--- config.mk ---
export PLATFORM = sky130hd
export DESIGN_NAME = ow_search_accel
export DESIGN_NICKNAME = d
export VERILOG_FILES = /design/src/rtl/ow_search_accel.sv
export SDC_FILE = /design/constraint.sdc
export NUM_CORES = 1
export LEC_CHECK = 0
export ABC_CLOCK_PERIOD_IN_PS = 2450
export BUFFER_PORTS_ARGS = -buffer_cell sky130_fd_sc_hd__buf_4
export CAP_MARGIN = 20
export CORE_MARGIN = 8
export CORE_UTILIZATION = 35
export DETAILED_ROUTE_END_ITERATION = 12
export PLACE_DENSITY = 0.63
export SLEW_MARGIN = 15
export SYNTH_ARGS = -nofsm -noshare
export SYNTH_HDL_FRONTEND = slang
export SYNTH_SLANG_ARGS = --single-unit
--- constraint.sdc ---
create_clock -name clk -period 2.45 [get_ports clk]
set_input_delay 0.1225 -clock clk [delete_from_list [all_inputs] [get_ports clk]]
set_output_delay 0.1225 -clock clk [all_outputs]
set_load 0.05 [all_outputs]
--- src/rtl/ow_search_accel.sv ---
module ow_search_accel (
  input  logic       clk,
  input  logic       rst_n,
  input  logic       accel_en,
  input  logic       tx_valid,
  input  logic [7:0] tx_byte,
  input  logic       rx_take,
  input  logic       slot_done,
  input  logic       slot_rbit,
  output logic       busy,
  output logic       slot_req,
  output logic       slot_bit,
  output logic [7:0] rx_byte,
  output logic       rx_full
);
  localparam int NTRIP = 4;
  localparam int NBITS = 8;

  logic       acc;
  logic [7:0] txr, rxr, rx_nxt;
  logic [2:0] idx;
  logic [1:0] ph;
  logic       a_r, dir_r;

  wire last    = acc ? (idx == 3'(NTRIP - 1) && ph == 2'd2) : (idx == 3'(NBITS - 1));
  wire odd_tx  = txr[{idx[1:0], 1'b1}];
  wire nxt_dir = (a_r != slot_rbit) ? a_r : (a_r ? 1'b1 : odd_tx);

  assign slot_req = busy;
  assign slot_bit = acc ? ((ph == 2'd2) ? dir_r : 1'b1) : txr[idx];

  always_comb begin
    rx_nxt = rxr;
    if (acc) begin
      if (ph == 2'd1) rx_nxt[{idx[1:0], 1'b0}] = (a_r == slot_rbit);
      if (ph == 2'd2) rx_nxt[{idx[1:0], 1'b1}] = dir_r;
    end else begin
      rx_nxt[idx] = slot_rbit;
    end
  end

  always_ff @(posedge clk) begin
    if (!rst_n) begin
      busy    <= 1'b0;
      acc     <= 1'b0;
      txr     <= '0;
      rxr     <= '0;
      idx     <= '0;
      ph      <= '0;
      a_r     <= 1'b0;
      dir_r   <= 1'b0;
      rx_byte <= '0;
      rx_full <= 1'b0;
    end else begin
      if (rx_take) rx_full <= 1'b0;
      if (!busy) begin
        if (tx_valid) begin
          busy <= 1'b1;
          acc  <= accel_en;
          txr  <= tx_byte;
          rxr  <= '0;
          idx  <= '0;
          ph   <= '0;
        end
      end else if (slot_done) begin
        rxr <= rx_nxt;
        if (acc) begin
          case (ph)
            2'd0: a_r <= slot_rbit;
            2'd1: dir_r <= nxt_dir;
            default: ;
          endcase
          if (ph == 2'd2) begin
            ph  <= '0;
            idx <= idx + 3'd1;
          end else begin
            ph <= ph + 2'd1;
          end
        end else begin
          idx <= idx + 3'd1;
        end
        if (last) begin
          busy    <= 1'b0;
          rx_byte <= rx_nxt;
          rx_full <= 1'b1;
        end
      end
    end
  end
endmodule


Word-level counts from Yosys, hierarchy flattened
Cells that the tools add are included.
Widths: inputs -> output; s select.
{"block": "totals", "in_bits": 15, "ff_bits": 34, "output_inout_bits": 12, "elab_cells": 84}
{"block": "classes", "mux": 43, "reduce_logical": 13, "magnitude_cmp": 6, "n_bitwise": 1, "n_addsub": 2, "eq_ne": 9}
{"op": "$mux 8", "n": 7}
{"op": "$bwmux 8", "n": 3}
{"op": "$mux 1", "n": 18}
{"op": "$mux 3", "n": 5}
{"op": "$lt 3x4->1 const B", "n": 3}
{"op": "$mux 2", "n": 5}
{"op": "$ge 3x1->1 const B", "n": 3}
{"op": "$reduce_and 3->1", "n": 3}
{"op": "$reduce_and 4->1", "n": 2}
{"op": "$demux 1 s2", "n": 2}
{"op": "$logic_and 1x1->1", "n": 4}
{"op": "$reduce_and 2->1", "n": 2}
{"op": "$add 3x1->3 const B", "n": 1}
{"op": "$bmux 1 s3", "n": 1}
{"op": "$demux 1 s3", "n": 1}
{"op": "$eq 3x2->1 const B", "n": 1}
{"op": "$eq 3x3->1 const B", "n": 1}
{"op": "$ne 3x2->1 const B", "n": 1}
{"op": "$add 2x1->2 const B", "n": 1}
{"op": "$bmux 1 s2", "n": 1}
{"op": "$eq 2x1->1 const B", "n": 1}
{"op": "$eq 2x2->1 const B", "n": 1}
{"op": "$logic_not 2->1", "n": 1}
{"op": "$ne 2x1->1 const B", "n": 1}
{"op": "5 further kinds", "n": 5}

Longest topological paths before layout
{"block": "logic_depth", "depth_word": 12, "depth_mapped": 7, "depth_no_buf": 6}

Worst setup path after synthesis
No wires, ideal clock.
{"block": "synth_path", "kind": "register to output", "startpoint": "register idx[2]", "endpoint": "output slot_bit", "stages_incl_launch_ff": 6, "path_slack_ps": 369, "arrival_ps": 1959, "path_buffers": 2, "required_ps": 2328, "cell_sequence": "dfxtp_1 -> buf_4 -> buf_2 -> nand2_1 -> mux4_2 -> a22oi_1"}
{"block": "synth_between", "elab_chain_len": 3}
{"item": "from (decl)", "line_no": "21", "source": "logic [2:0] idx;"}
{"item": "from (signal assigned)", "line_no": "75", "source": "idx <= idx + 3'd1;"}
{"item": "from (signal assigned)", "line_no": "80", "source": "idx <= idx + 3'd1;"}
{"item": "$bmux 1 s3", "line_no": "30", "source": "assign slot_bit = acc ? ((ph == 2'd2) ? dir_r : 1'b1) : txr[idx];"}
{"item": "$mux 1 (implied by the code)", "line_no": "30"}
{"item": "$mux 1", "line_no": "30"}
{"item": "to (decl)", "line_no": "12", "source": "output logic slot_bit,"}
Every way passes these cells. The select of a mux whose other input is x is not followed.

Worst setup path in the final report
Same ends and word-level chain as after synthesis.

==> flow_metrics.tcl <==
set metrics [dict create \
    outcome "complete, no violations" \
    io_buffers 26 \
    post-route-period-util_pct 90.8 \
    drive_above_1_share_pct 18.4 \
    holdWs_ps 44.7 \
    dr.pass1.iters 4 \
    yosysWarnings 0 \
    synth-seq-cells 34 \
    powerDensity_mw_per_mm2 546 \
    path_cells "mux2i_1, mux4_2, a22oi_1, buf_4" \
    cts_setup_buffers 0 \
    coreArea_sq_mm 0.00511 \
    grt_setup_unrepaired "no" \
    clockBufferDepth 2 \
    numCtsBuffers 5 \
    path_delay_family "flip-flops" \
    routed_via_density 5.30 \
    syn2layout_area_growth_pct 18.2 \
    peakVddDrop_mv 0.447 \
    worst_pin_slew_ps 738 \
    cts_resized 0 \
    clock_latency_ps 300 \
    leakagePower_nw 0.840 \
    cp.arrival_ps 2100 \
    root_buffer "clkbuf_8" \
    finalSetupViolCount 0 \
    ant_nets 0 \
    syn_avg_cell_area_sq_um 8.94 \
    critical_path.max_stage_delay_ps 740 \
    drc 0 \
    async_flop_share_pct 0 \
    grt_pass1_wl_um 7190 \
    synth_ff_type "dfxtp_1" \
    mostFrequentLayoutCells "34 x dfxtp_1, 30 x buf_4, 25 x nand2_1" \
    end_kind "output pin" \
    routed_wl_um 4470 \
    syn-instance-count 208 \
    synth_area_sq_mm 0.00186 \
    maxCapViolCount 0 \
    diodes 0 \
    final_max_slew_viol_count 0 \
    hold_buffers 0 \
    cts_sinks 34 \
    worst_path_max_delay_cell "dfxtp_1" \
    grtUsageTotal_pct 11.8 \
    grt_overflow 0 \
    synth_nets 228 \
    row_count 26 \
    io_pins 27 \
    nets 247 \
    detailed_place_hpwl_um 3120 \
    die_h_um 88.9 \
    hold_viol 0 \
    die_area_sq_mm 0.00790 \
    cts_tree "built" \
    n_fill_cell 515 \
    seq_area_frac_synth_pct 36.6 \
    grt_pass1_vias 1455 \
    antenna_found_initial 0 \
    htreeDepth 2 \
    synth_edf_count 0 \
    min_path_type "in2reg" \
    gp_congestion 0.818 \
    tns_ps 0 \
    wl_per_cell_um 15.0 \
    crit_buf_inv 1 \
    period_minus_slack_ps 2220 \
    drtIter0Drc 145 \
    timing.fmax_mhz 450 \
    start_util_pct 36.4 \
    dieWidth_um 88.9 \
    route.vias.total 1578 \
    critPathLaunchType "flop" \
    criticalPathCategory "reg2out" \
    skew_ps 9.77 \
    clk_pin_slew_ps 70 \
    grt_max_degree 31 \
    crit_path_max_fanout 18 \
    slew-limit-headroom_pct 50.8 \
    ys_types 41 \
    cp.required_ps 2330 \
    final_common_cell "dfxtp_1" \
]
## through the flow
stage | std cells | power [mW] | util [%] | worst slack (ps) | instance area [sq um]
after floorplan | 208 | 0.675 | - | 369 | 1860
after global placement | 290 | 0.718 | 40.9 | 507 | 2090
after detailed placement | 290 | 0.719 | 40.9 | 477 | 2090
after CTS | 298 | 1.21 | 43.1 | 221 | 2200
after global routing | 298 | 1.24 | 43.1 | 110 | 2200
final | 298 | 1.20 | 43.1 | 226 | 2200
## cell usage after synthesis, types with 2 or more instances
cell        n  area [sq um]
a31oi_1     3          18.8
buf_2       7          35.0
nor2b_1     6          37.5
nor2_1      2          7.51
o21ai_0     5          25.0
buf_4       2          15.0
clkbuf_1    9          33.8
and3_1      2          12.5
nor3b_1     2          15.0
dfxtp_1    34           681
nand2_1    25          93.8
a22o_1      5          43.8
xnor2_1     2          17.5
a211oi_1    2          15.0
and2_1      3          18.8
nand3_1    15          75.1
mux4_2      2          45.0
o2bb2ai_1   8          70.1
ha_1        5          62.6
nand3b_1    9          67.6
o211a_1     2          20.0
a21boi_0    9          67.6
nor3_1      2          10.0
inv_1       7          26.3
nand2b_1    3          18.8
a21oi_1     5          25.0
nand4_1     4          25.0
mux2i_1    15           150
## registers in the layout, indices dropped and copies added, names as in the netlist
name     cells
idx          3
dir_r        1
a_r          1
acc          1
txr          8
rx_full      1
ph           2
rxr          8
busy         1
rx_byte      8
## routing by layer
layer,track usage [%],routed length [um],part of all wire [%]
met5,0,0,0
met4,5.07,79,1.8
met2,17.3,1920,43
met1,15.8,2260,50
met3,2.85,213,4.8
## layout make-up
cell class | count | area [sq um] | area share [%]
flip-flops and latches | 34 | 681 | 30.9
multi-input cells | 149 | 1070 | 48.6
clock buffers | 8 | 110 | 5.01
repair buffers | 30 | 225 | 10.2
well taps | 70 | 87.6 | 3.98
inverters | 7 | 26.3 | 1.19
## path summary, 6_finish.rpt
kind                  startpoint                      end  slack, ps  cells after the start
max          idx[2]$_SDFFE_PN0P_                 slot_bit        230                      4
min reg2reg  txr[2]$_SDFFE_PN0P_      txr[2]$_SDFFE_PN0P_        470                      2
max reg2reg      busy$_SDFF_PN0_  rx_byte[3]$_SDFFE_PN0P_        450                      4
min                     tx_valid          busy$_SDFF_PN0_         40                      2
## where the power goes
group / switching (mW) / internal [mW]
registers: 0.0122 / 0.564
clock network: 0.212 / 0.284
logic: 0.0772 / 0.0521
## cells by family after synthesis
group	synth area share, %
adders and majority gates	3.36
xor gates and xnor gates	1.41
DFF	36.6
and+or+nand+nor	22.8
muxes	11.1
buffers and inverters	5.92
AOI/OAI and AO/OA	18.8
Power figures use the tool's default switching activity.
